### src/rtl/tw_pkg.sv
package tw_pkg;
   typedef enum logic [1:0] {
      ST_IDLE = 2'd0,
      ST_LEAD = 2'd1,
      ST_HIGH = 2'd2,
      ST_LOW  = 2'd3
   } tw_state_e;
endpackage

### src/rtl/tw_half_tick.sv
module tw_half_tick #(
   parameter int HALF_DIV = 10
) (
   input  logic clk,
   input  logic rst_n,
   input  logic clr,
   output logic tick
);
   localparam int CW = (HALF_DIV > 1) ? $clog2(HALF_DIV) : 1;
   localparam logic [CW-1:0] LAST = CW'(HALF_DIV - 1);

   logic [CW-1:0] cnt_q;

   always_ff @(posedge clk or negedge rst_n) begin
      if (!rst_n)             cnt_q <= '0;
      else if (clr)           cnt_q <= '0;
      else if (cnt_q == LAST) cnt_q <= '0;
      else                    cnt_q <= cnt_q + 1'b1;
   end

   assign tick = !clr && (cnt_q == LAST);
endmodule

### src/rtl/tw_reset_gate.sv
module tw_reset_gate #(
   parameter int QUIET_CYC = 16
) (
   input  logic clk,
   input  logic rst_n,
   input  logic rst_req,
   input  logic rise_evt,
   output logic dev_rst_n
);
   localparam int QW = $clog2(QUIET_CYC + 2);
   localparam logic [QW-1:0] QLIM = QW'(QUIET_CYC);

   logic [QW-1:0] quiet_q;
   logic          rel_q;

   always_ff @(posedge clk or negedge rst_n) begin
      if (!rst_n)              quiet_q <= '0;
      else if (rise_evt)       quiet_q <= '0;
      else if (quiet_q < QLIM) quiet_q <= quiet_q + 1'b1;
   end

   always_ff @(posedge clk or negedge rst_n) begin
      if (!rst_n)                                      rel_q <= 1'b0;
      else if (rst_req)                                rel_q <= 1'b0;
      else if (!rel_q && quiet_q == QLIM && !rise_evt) rel_q <= 1'b1;
   end

   assign dev_rst_n = rel_q;

   AST_RST_HELD: assert property (@(posedge clk) disable iff (!rst_n)
      rst_req |=> !rel_q);
endmodule

### src/rtl/tw_engine.sv
module tw_engine
   import tw_pkg::*;
#(
   parameter int   ADDR_W  = 8,
   parameter int   DATA_W  = 16,
   parameter int   RW_SLOT = 3,
   parameter logic RD_FLAG = 1'b1
) (
   input  logic              clk,
   input  logic              rst_n,
   input  logic              tick,
   input  logic              start,
   input  logic              req_write,
   input  logic [ADDR_W-1:0] req_addr,
   input  logic [DATA_W-1:0] req_wdata,
   input  logic              sdio_i,
   output logic              tick_clr,
   output logic              rise_evt,
   output logic              busy,
   output logic              done,
   output logic [DATA_W-1:0] rdata,
   output logic              sclk,
   output logic              sen_n,
   output logic              sdio_o,
   output logic              sdio_oe
);
   localparam int HDR_W   = ADDR_W + 1;
   localparam int FRAME_W = HDR_W + DATA_W;
   localparam int LO_BITS = ADDR_W - RW_SLOT;
   localparam int K_W     = $clog2(FRAME_W + 1);
   localparam logic [K_W-1:0] K_END        = K_W'(FRAME_W);
   localparam logic [K_W-1:0] K_HDR_LAST   = K_W'(HDR_W - 1);
   localparam logic [K_W-1:0] K_DATA_FIRST = K_W'(HDR_W);

   tw_state_e          state_q;
   logic [K_W-1:0]     k_q;
   logic [FRAME_W-1:0] tx_q;
   logic [DATA_W-1:0]  rx_q;
   logic [DATA_W-1:0]  rdata_q;
   logic               rd_q, sclk_q, sen_q, oe_q, done_q;
   logic [HDR_W-1:0]   hdr;
   logic               accept;

   // Header: upper address bits, then direction, then lower address bits.
   for (genvar gi = 0; gi < HDR_W; gi++) begin : g_hdr
      if (gi == LO_BITS) begin : g_flag
         assign hdr[gi] = req_write ? ~RD_FLAG : RD_FLAG;
      end else if (gi < LO_BITS) begin : g_lo
         assign hdr[gi] = req_addr[gi];
      end else begin : g_hi
         assign hdr[gi] = req_addr[gi-1];
      end
   end

   assign accept   = (state_q == ST_IDLE) && start;
   assign tick_clr = (state_q == ST_IDLE);
   assign rise_evt = tick && ((state_q == ST_LEAD) ||
                              ((state_q == ST_LOW) && (k_q != K_END)));

   always_ff @(posedge clk or negedge rst_n) begin
      if (!rst_n) begin
         state_q <= ST_IDLE;
         k_q     <= '0;
         tx_q    <= '0;
         rx_q    <= '0;
         rdata_q <= '0;
         rd_q    <= 1'b0;
         sclk_q  <= 1'b0;
         sen_q   <= 1'b1;
         oe_q    <= 1'b0;
         done_q  <= 1'b0;
      end else begin
         done_q <= 1'b0;
         unique case (state_q)
            ST_IDLE: begin
               if (accept) begin
                  tx_q    <= {hdr, req_wdata};
                  k_q     <= '0;
                  rd_q    <= !req_write;
                  sen_q   <= 1'b0;
                  oe_q    <= 1'b1;
                  sclk_q  <= 1'b0;
                  state_q <= ST_LEAD;
               end
            end
            ST_LEAD: begin
               if (tick) begin
                  sclk_q  <= 1'b1;
                  state_q <= ST_HIGH;
               end
            end
            ST_HIGH: begin
               if (tick) begin
                  sclk_q  <= 1'b0;
                  k_q     <= k_q + 1'b1;
                  tx_q    <= {tx_q[FRAME_W-2:0], 1'b0};
                  if (rd_q && k_q >= K_DATA_FIRST)
                     rx_q <= {rx_q[DATA_W-2:0], sdio_i};
                  if (rd_q && k_q == K_HDR_LAST)
                     oe_q <= 1'b0;
                  state_q <= ST_LOW;
               end
            end
            ST_LOW: begin
               if (tick) begin
                  if (k_q == K_END) begin
                     sen_q   <= 1'b1;
                     oe_q    <= 1'b0;
                     done_q  <= 1'b1;
                     if (rd_q) rdata_q <= rx_q;
                     state_q <= ST_IDLE;
                  end else begin
                     sclk_q  <= 1'b1;
                     state_q <= ST_HIGH;
                  end
               end
            end
            default: state_q <= ST_IDLE;
         endcase
      end
   end

   assign busy    = (state_q != ST_IDLE);
   assign done    = done_q;
   assign rdata   = rdata_q;
   assign sclk    = sclk_q;
   assign sen_n   = sen_q;
   assign sdio_o  = tx_q[FRAME_W-1];
   assign sdio_oe = oe_q;

   AST_SCLK_IDLE_LOW: assert property (@(posedge clk) disable iff (!rst_n)
      sen_q |-> !sclk_q);
   AST_SDIO_HOLD_HIGH: assert property (@(posedge clk) disable iff (!rst_n)
      (sclk_q && $past(sclk_q)) |-> $stable(tx_q[FRAME_W-1]));
   AST_OE_RELEASED: assert property (@(posedge clk) disable iff (!rst_n)
      (rd_q && state_q != ST_IDLE && k_q > K_HDR_LAST) |-> !oe_q);
   AST_RISE_COUNT: assert property (@(posedge clk) disable iff (!rst_n)
      k_q <= K_END);
   AST_DONE_PULSE: assert property (@(posedge clk) disable iff (!rst_n)
      done_q |=> !done_q);
   AST_DONE_IDLE: assert property (@(posedge clk) disable iff (!rst_n)
      done_q |-> !busy);
   AST_BUSY_ENDS_DONE: assert property (@(posedge clk) disable iff (!rst_n)
      $fell(busy) |-> done_q);
endmodule

### src/rtl/tw_reg_master.sv
module tw_reg_master #(
   parameter longint SYS_CLK_HZ = 50_000_000,
   parameter int     HALF_DIV   = 10,
   parameter int     QUIET_CYC  = 16,
   parameter int     ADDR_W     = 8,
   parameter int     DATA_W     = 16,
   parameter int     RW_SLOT    = 3,
   parameter logic   RD_FLAG    = 1'b1
) (
   input  logic              clk,
   input  logic              rst_n,
   input  logic              req_valid,
   input  logic              req_write,
   input  logic [ADDR_W-1:0] req_addr,
   input  logic [DATA_W-1:0] req_wdata,
   output logic              busy,
   output logic              done,
   output logic [DATA_W-1:0] rdata,
   input  logic              dev_rst_req,
   output logic              dev_rst_n,
   output logic              sclk,
   output logic              sen_n,
   output logic              sdio_o,
   output logic              sdio_oe,
   input  logic              sdio_i
);
   localparam longint MAX_SCLK_HZ  = 2_500_000;
   localparam longint MIN_PHASE_NS = 25;
   localparam longint QUIET_NS     = 300;
   localparam longint NS_PER_S     = 1_000_000_000;
   localparam int     GW           = $clog2(QUIET_CYC + 2);
   localparam logic [GW-1:0] GLIM  = GW'(QUIET_CYC);

   if (HALF_DIV < 1) begin : g_bad_div
      $error("HALF_DIV must be at least 1");
   end
   if (2 * longint'(HALF_DIV) * MAX_SCLK_HZ < SYS_CLK_HZ) begin : g_bad_rate
      $error("serial clock would exceed its maximum rate");
   end
   if (longint'(HALF_DIV) * NS_PER_S < MIN_PHASE_NS * SYS_CLK_HZ) begin : g_bad_phase
      $error("serial clock phase shorter than minimum");
   end
   if (longint'(QUIET_CYC) * NS_PER_S < QUIET_NS * SYS_CLK_HZ) begin : g_bad_quiet
      $error("QUIET_CYC too short for the reset quiet window");
   end
   if (RW_SLOT < 0 || RW_SLOT > ADDR_W || DATA_W < 2) begin : g_bad_fmt
      $error("illegal frame format parameters");
   end

   logic tick, tick_clr, rise_evt;

   tw_half_tick #(.HALF_DIV(HALF_DIV)) u_tick (
      .clk   (clk),
      .rst_n (rst_n),
      .clr   (tick_clr),
      .tick  (tick)
   );

   tw_reset_gate #(.QUIET_CYC(QUIET_CYC)) u_rgate (
      .clk       (clk),
      .rst_n     (rst_n),
      .rst_req   (dev_rst_req),
      .rise_evt  (rise_evt),
      .dev_rst_n (dev_rst_n)
   );

   tw_engine #(
      .ADDR_W  (ADDR_W),
      .DATA_W  (DATA_W),
      .RW_SLOT (RW_SLOT),
      .RD_FLAG (RD_FLAG)
   ) u_eng (
      .clk       (clk),
      .rst_n     (rst_n),
      .tick      (tick),
      .start     (req_valid && dev_rst_n),
      .req_write (req_write),
      .req_addr  (req_addr),
      .req_wdata (req_wdata),
      .sdio_i    (sdio_i),
      .tick_clr  (tick_clr),
      .rise_evt  (rise_evt),
      .busy      (busy),
      .done      (done),
      .rdata     (rdata),
      .sclk      (sclk),
      .sen_n     (sen_n),
      .sdio_o    (sdio_o),
      .sdio_oe   (sdio_oe)
   );

   // Cycles since the sclk port was last seen rising, for the quiet-window check.
   logic          sclk_prev_q;
   logic [GW-1:0] gap_q;

   always_ff @(posedge clk or negedge rst_n) begin
      if (!rst_n) begin
         sclk_prev_q <= 1'b0;
         gap_q       <= '0;
      end else begin
         sclk_prev_q <= sclk;
         if (sclk && !sclk_prev_q) gap_q <= '0;
         else if (gap_q < GLIM)    gap_q <= gap_q + 1'b1;
      end
   end

   AST_QUIET_WINDOW: assert property (@(posedge clk) disable iff (!rst_n)
      $rose(dev_rst_n) |-> (gap_q >= GLIM));
   AST_NO_START_IN_RESET: assert property (@(posedge clk) disable iff (!rst_n)
      (!dev_rst_n && !busy) |=> !busy);
endmodule

### config.mk
export PLATFORM = sky130hd
export DESIGN_NAME = tw_reg_master
export DESIGN_NICKNAME = d
export VERILOG_FILES = /design/src/rtl/tw_pkg.sv /design/src/rtl/tw_half_tick.sv /design/src/rtl/tw_reset_gate.sv /design/src/rtl/tw_engine.sv /design/src/rtl/tw_reg_master.sv
export SDC_FILE = /design/constraint.sdc
export NUM_CORES = 1
export LEC_CHECK = 0
export ABC_AREA = 1
export BUFFER_PORTS_ARGS = -buffer_cell sky130_fd_sc_hd__buf_2
export CAP_MARGIN = 5
export CORE_UTILIZATION = 30
export CTS_CLUSTER_DIAMETER = 80
export DETAILED_ROUTE_END_ITERATION = 10
export RECOVER_POWER = 50
export SLEW_MARGIN = 40
export SYNTH_ARGS = -nofsm -noshare
export SYNTH_HDL_FRONTEND = slang
export SYNTH_HIERARCHICAL = 1
export SYNTH_SLANG_ARGS = --single-unit
### constraint.sdc
create_clock -name clk -period 1.9 [get_ports clk]
set_input_delay 0.38 -clock clk [delete_from_list [all_inputs] [get_ports clk]]
set_output_delay 0.38 -clock clk [all_outputs]
set_load 0.005 [all_outputs]
After elaboration in Yosys (flattened, before gate mapping)
Cells that the tools add are included.
{"block": "word_totals", "regBits": 79, "output_inout_bits": 23, "wordCells": 99, "in_bits": 30}
{"block": "op_classes", "eq_ne": 15, "n_addsub": 3, "reduce_logical": 29, "mux": 37, "magnitude_cmp": 2}
{"cell": "25-bit two-way mux", "count": 2}
{"cell": "25-bit one-hot mux with 2 select lines", "count": 1}
{"cell": "5-bit two-way mux", "count": 4}
{"cell": "1-bit two-way mux", "count": 18}
{"cell": "4-bit AND reduction", "count": 3}
{"cell": "5-bit by 1-bit adder with 5-bit output (second input constant)", "count": 2}
{"cell": "5-bit == test (second input constant)", "count": 2}
{"cell": "2-bit two-way mux", "count": 5}
{"cell": "2-bit by 1-bit != test with 1-bit output (second input constant)", "count": 5}
{"cell": "5-bit one-hot mux with 2 select lines", "count": 1}
{"cell": "2-bit nonzero test", "count": 5}
{"cell": "1-bit logical AND", "count": 9}
{"cell": "4-bit two-way mux", "count": 2}
{"cell": "2-bit one-hot mux with 4 select lines", "count": 1}
{"cell": "3-bit AND reduction", "count": 2}
{"cell": "6-bit AND reduction", "count": 1}
{"cell": "5-bit by 4-bit == test with 1-bit output (second input constant)", "count": 1}
{"cell": "5-bit by 4-bit >= comparator with 1-bit output (second input constant)", "count": 1}
{"cell": "5-bit less-than comparator (second input constant)", "count": 1}
{"cell": "5-bit != test (second input constant)", "count": 1}
{"cell": "5-bit AND reduction", "count": 1}
{"cell": "4-bit by 1-bit adder with 4-bit output (second input constant)", "count": 1}
{"cell": "2-bit == test (second input constant)", "count": 2}
{"cell": "4-bit == test (second input constant)", "count": 1}
{"cell": "other kinds (10)", "count": 14}

Logic depth before layout (Yosys ltp)
{"block": "logic_depth", "word_depth": 8, "depth_mapped": 14, "mapped_depth_nobuf": 12}

By module
Netlist, hierarchy kept.
{"mod": "tw_engine", "area_each_um2": 3288.2, "cells_per_inst": 405, "n_inst": 1, "seq_area_each_um2": 1727.9}
{"mod": "tw_reset_gate", "area_each_um2": 302.8, "cells_per_inst": 35, "n_inst": 1, "seq_area_each_um2": 150.1}
{"mod": "tw_half_tick", "area_each_um2": 201.4, "cells_per_inst": 22, "n_inst": 1, "seq_area_each_um2": 100.1}
{"mod": "tw_reg_master", "area_each_um2": 7.5, "cells_per_inst": 2, "n_inst": 1, "seq_area_each_um2": 0.0}

Worst setup path before layout
Ideal clock, no wire load.
{"block": "synth_timing", "kind": "reg-to-reg", "startpoint": "register u_eng.state_q[0]", "endpoint": "register u_eng.tx_q[10]", "stages_incl_launch_ff": 12, "synth_period_minus_slack_ns": 1.710, "required_time_ns": 1.770, "setup_ns": 0.130, "slack_ns": 0.190, "arrival_time_ns": 1.581, "path_buffers": 1, "cell_sequence": "dfrtp_1 -> inv_1 -> ha_1 -> nor2_1 -> inv_1 -> nand2_1 -> nand2_1 -> inv_1 -> nand2_1 -> inv_2 -> clkbuf_1 -> o21ai_0"}
{"block": "synth_via", "elab_chain_len": 5, "word_cells_on_any_way": 10, "cone_classes": "eq/ne: 3; mux: 1; reduce/logical: 6"}
{"item": "start: declaration", "line": "tw_engine.sv:35", "source": "tw_state_e state_q;"}
{"item": "start signal: assignment", "line": "tw_engine.sv:62", "source": "state_q <= ST_IDLE;"}
{"item": "start signal: assignment", "line": "tw_engine.sv:83", "source": "state_q <= ST_LEAD;"}
{"item": "start signal: assignment", "line": "tw_engine.sv:89", "source": "state_q <= ST_HIGH;"}
{"item": "2-bit logical NOT", "line": "tw_engine.sv:56", "source": "assign tick_clr = (state_q == ST_IDLE);"}
{"item": "net tick_clr", "line": "tw_reg_master.sv:50", "source": "logic tick, tick_clr, rise_evt;"}
{"item": "1-bit logical NOT", "line": "tw_half_tick.sv:21", "source": "assign tick = !clr && (cnt_q == LAST);"}
{"item": "1-bit logical AND", "line": "tw_half_tick.sv:21"}
{"item": "net tick", "line": "tw_reg_master.sv:50"}
{"item": "2-bit by 1-bit != test with 1-bit output (no line)"}
{"item": "3-bit AND reduction (no line)"}
{"item": "end signal: assignment", "line": "tw_engine.sv:77", "source": "tx_q <= {hdr, req_wdata};"}
{"item": "end signal: assignment", "line": "tw_engine.sv:96", "source": "tx_q <= {tx_q[FRAME_W-2:0], 1'b0};"}
{"item": "end: declaration", "line": "tw_engine.sv:37", "source": "logic [FRAME_W-1:0] tx_q;"}
The timed path passes the listed nets, and every way through them passes these cells.
A chain may end at the register's enable or synchronous reset.

Final worst setup path
{"block": "layout_timing", "startpoint": "register u_eng.state_q[1]", "endpoint": "register u_eng.tx_q[14]"}
{"block": "layout_via", "elab_chain_len": 5, "word_cells_on_any_way": 10, "cone_classes": "eq/ne: 3; mux: 1; reduce/logical: 6"}
{"item": "2-bit logical NOT (*)", "line": "tw_engine.sv:56"}
{"item": "net tick_clr", "line": "tw_reg_master.sv:50"}
{"item": "1-bit logical NOT", "line": "tw_half_tick.sv:21"}
{"item": "1-bit logical AND", "line": "tw_half_tick.sv:21"}
{"item": "2-bit by 1-bit != test with 1-bit output (no line)"}
{"item": "3-bit AND reduction (no line)"}
Mark *: on every way through the listed nets, which the timed path passes. The rest lies on a longest branch.

==> impl_metrics.tcl <==
set metrics [dict create \
    sw_frac_of_total_pct 19.66 \
    crit_fanout 23 \
    cp_top_family "buffers and inverters" \
    synthMuxAreaShare_pct 0 \
    tightest_slew_ns 0.7167 \
    gp_routability_congestion 0.8023 \
    final_util_pct 38.30 \
    dpl_worst_slack_ns 0.02070 \
    ant_nets 0 \
    grt_antenna_before_repair 0 \
    slew_violations 0 \
    drt_first_iter_violations 143 \
    clk_latency_ns 0.33 \
    wl_per_cell_um 11.37 \
    cts_sinks 79 \
    drt_pass1_iterations 4 \
    die_h_um 114.5 \
    worst-path-buf-inv 5 \
    crit_type "reg2reg" \
    worstPathCellList "inv_1, ha_2, buf_4, nand2_1, nand2_2, inv_2, nand2_1, inv_4, clkbuf_16, nand2_1, o21ai_0" \
    layout.nets 566 \
    drc_errors 0 \
    p_comb_share_pct 2.5 \
    ys_seq_area_share_pct 52.06 \
    syn_nets 505 \
    start_util_pct 31.24 \
    hold_depth 2 \
    grt_max_degree 48 \
    pwr_density_cell_nw_per_um2 776.5 \
    cp.depth 11 \
    p_leak_uw 0.002508 \
    gr-usage-met1_pct 16.77 \
    avgSynthCellArea_um2 8.189 \
    seqPwrFrac_pct 46.6 \
    synth_top_family_by_area "simple AND/OR/NAND/NOR gates" \
    area_growth_pct 22.59 \
    vias_per_cell 4.458 \
    core_area_um2 12160 \
    top_usage_layer "met2" \
    regArea_um2 1979 \
    syn-cell-area_um2 3800 \
    fmax_ghz 0.5514 \
    p_clk_share_pct 50.9 \
    cts_max_path_buffers 2 \
    fp.dieW_um 114.5 \
    status "completed" \
    synth-adder-area-share_pct 3.622 \
    timing.final.hold_violations 0 \
    dp_hpwl_um 5404 \
    critPathLaunchType "register" \
    dieArea_um2 13120 \
    drt-total-wl_um 7933 \
    max-cap-violations 0 \
    relSlewSlack_pct 52.22 \
    hold_class "in2reg" \
    nFillCells 1237 \
    synthXorXnorAreaFrac_pct 0.2305 \
    rows 40 \
    synth_cell_types 30 \
    met2_usage_pct 20.40 \
    crit_arrival_ns 2.02 \
    synth_compound_area_share_pct 8.331 \
    crit_path_end_kind "register" \
    finalSetupViolCount 0 \
    ir_worst_vdd_mv 0.3836 \
    p_sw_uw 711.3 \
    fin_crit_sh_pct 95.46 \
    vias 3112 \
    fin_skew_ns 0.005460 \
    crit_path_frequent_cell "nand2_1" \
    cts_tree "done" \
    clkSlewWorstSetupHoldPaths_ns 0.06 \
    synth-simple-area-share_pct 27.26 \
    multi_input_area_um2 1511 \
    cts_inserted_buffers 9 \
    io_pins 53 \
    grt_overflow_total 0 \
    max_stage_delay_ns 0.40 \
    grt_usage_pct 12.94 \
    synth-seq-cells 79 \
    diodes 0 \
    io_buffers 52 \
    crit_slowest_cell "dfrtp_1" \
    min_period_ns 1.814 \
    ys.warnings.count 6 \
    worst_r2r_path_depth 11 \
    grt_use_met3_pct 3.917 \
    syn_inst 464 \
    cts-root-buf "clkbuf_16" \
    cp.required_ns 2.11 \
    grt_pass1_vias 3004 \
    drive_above_1_share_pct 19.62 \
    cts_max_level 3 \
    grt_pass1_wl_um 13530 \
    worst_slack_ns 0.08632 \
    intPower_uw 2906 \
]
## layer usage
layer / wire length, um / share of wire [%] / vias to the layer above
met3: 450 / 5.7 / 10
met4: 101 / 1.3 / 0
met5: 0 / 0 / -
met2: 3553 / 45 / 81
li1: - / - / 1589
met1: 3828 / 48 / 1432
## synthesized netlist by cell type
| cell type | number | area share, % |
|---|---|---|
| nand4_2 | 1 | 0.33 |
| nor3_1 | 2 | 0.26 |
| a21oi_1 | 5 | 0.66 |
| inv_2 | 4 | 0.40 |
| nand4_1 | 3 | 0.49 |
| clkbuf_1 | 5 | 0.49 |
| o21ai_1 | 2 | 0.26 |
| buf_4 | 1 | 0.20 |
| a21oi_2 | 1 | 0.23 |
| nand3_2 | 1 | 0.26 |
| nand3_1 | 48 | 6.3 |
| buf_6 | 5 | 1.5 |
| inv_1 | 47 | 4.6 |
| clkinv_1 | 1 | 0.099 |
| nand3_4 | 1 | 0.46 |
| nor2_1 | 12 | 1.2 |
| dfrtp_1 | 78 | 51 |
| buf_2 | 9 | 1.2 |
| and3_1 | 1 | 0.16 |
| nand2_1 | 161 | 16 |
| o21ai_0 | 52 | 6.8 |
| nand2_4 | 2 | 0.59 |
| xnor2_1 | 1 | 0.23 |
| or2_2 | 1 | 0.16 |
| nor2_2 | 3 | 0.49 |
| nand2_2 | 2 | 0.33 |
| nor2_4 | 1 | 0.30 |
| ha_1 | 11 | 3.6 |
| dfstp_2 | 1 | 0.69 |
| o22ai_1 | 2 | 0.33 |
## power groups by stage
| stage | Sequential (uW) | Clock, uW | Combinational, uW |
|---|---|---|---|
| 3_3_place_gp | 1710 | 0 | 99.2 |
| 5_1_grt | 1680 | 1970 | 110 |
| 6_report | 1680 | 1840 | 92.2 |
| 4_1_cts | 1680 | 1890 | 102 |
| 3_5_place_dp | 1720 | 0 | 100 |
| 2_1_floorplan | 1720 | 0 | 21.9 |
## final timing paths
check,start,slack [ns],endpoint
min in group asynchronous,rst_n,0.63,u_eng/rdata[2]
worst max-delay path,u_eng/state_q[1],0.09,u_eng/tx_q[14]
worst min-delay path,dev_rst_req,0.19,u_rgate/dev_rst_n
worst min register to register,u_eng/rdata[5],0.46,u_eng/rdata[5]
max in group asynchronous,rst_n,0.29,u_eng/k_q[2]
worst max register to register,u_eng/state_q[1],0.09,u_eng/tx_q[14]
## registers in the layout (all words and copies together) (netlist names), 2 cells and up
name,cells
u_eng/state_q,2
u_rgate/quiet_q,5
u_eng/rdata,16
u_eng/tx_q,25
u_tick/cnt_q,4
u_eng/k_q,5
u_eng/rx_q,16
## final cells by class
cell class | count | area share [%]
well taps | 168 | 4.512
clock buffers | 11 | 5.211
flip-flops and latches | 79 | 42.49
multi-input cells | 313 | 32.45
inverters | 52 | 4.244
clock inverters | 5 | 1.746
repair buffers | 70 | 9.347
## cells by family after synthesis
group	count (synthesis)
compound gates	62
xor+xnor	1
fa+ha+maj	11
buf+inv	72
flops	79
simple gates	239
## per-stage QoR
stage                     instance area, um^2  power, uW  hold WS (ns)  setup TNS [ns]  instances
after CTS                                4587       3675        0.1768               0        692
final                                    4658       3617        0.1872               0        698
after floorplan                          3800       1738       0.08441               0        464
after global routing                     4658       3768        0.1784        -0.04350        698
after detailed placement                 4253       1815        0.3382               0        675
after global placement                   4253       1814        0.3336               0        675
## what timing repair did
action / CTS / global route
setup endpoints to repair: 0 / 36
hold buffers: 1 / 0
gates resized for setup: 0 / 10
hold endpoints to repair: 26 / 0
setup buffers: 0 / 4
## worst register-to-register path: cells and delay by family, from the launching register on
kind / cells / cell delay [ns]
compound gates: 1 / 0.09
flops: 1 / 0.40
buf+inv: 5 / 0.59
simple gates: 4 / 0.40
fa+ha+maj: 1 / 0.23
## cell usage in the layout, fill, tap and decap left out, types with 2 or more instances in the layout
master | netlist | routed
nor2_4 | 1 | 2
clkbuf_1 | 5 | 5
nand2_2 | 2 | 2
nand2_4 | 2 | 2
inv_2 | 4 | 5
inv_1 | 47 | 45
nor3_1 | 2 | 2
dfrtp_1 | 78 | 77
nand3_1 | 48 | 48
clkbuf_16 | 0 | 11
o22ai_1 | 2 | 2
o21ai_1 | 2 | 3
buf_2 | 9 | 49
bufinv_16 | 0 | 2
nor2_2 | 3 | 4
nand2_1 | 161 | 161
buf_4 | 1 | 11
nor2_1 | 12 | 10
a21oi_1 | 5 | 5
o21ai_0 | 52 | 51
ha_1 | 11 | 10
nand4_1 | 3 | 3
(Power assumes the default switching activity.)
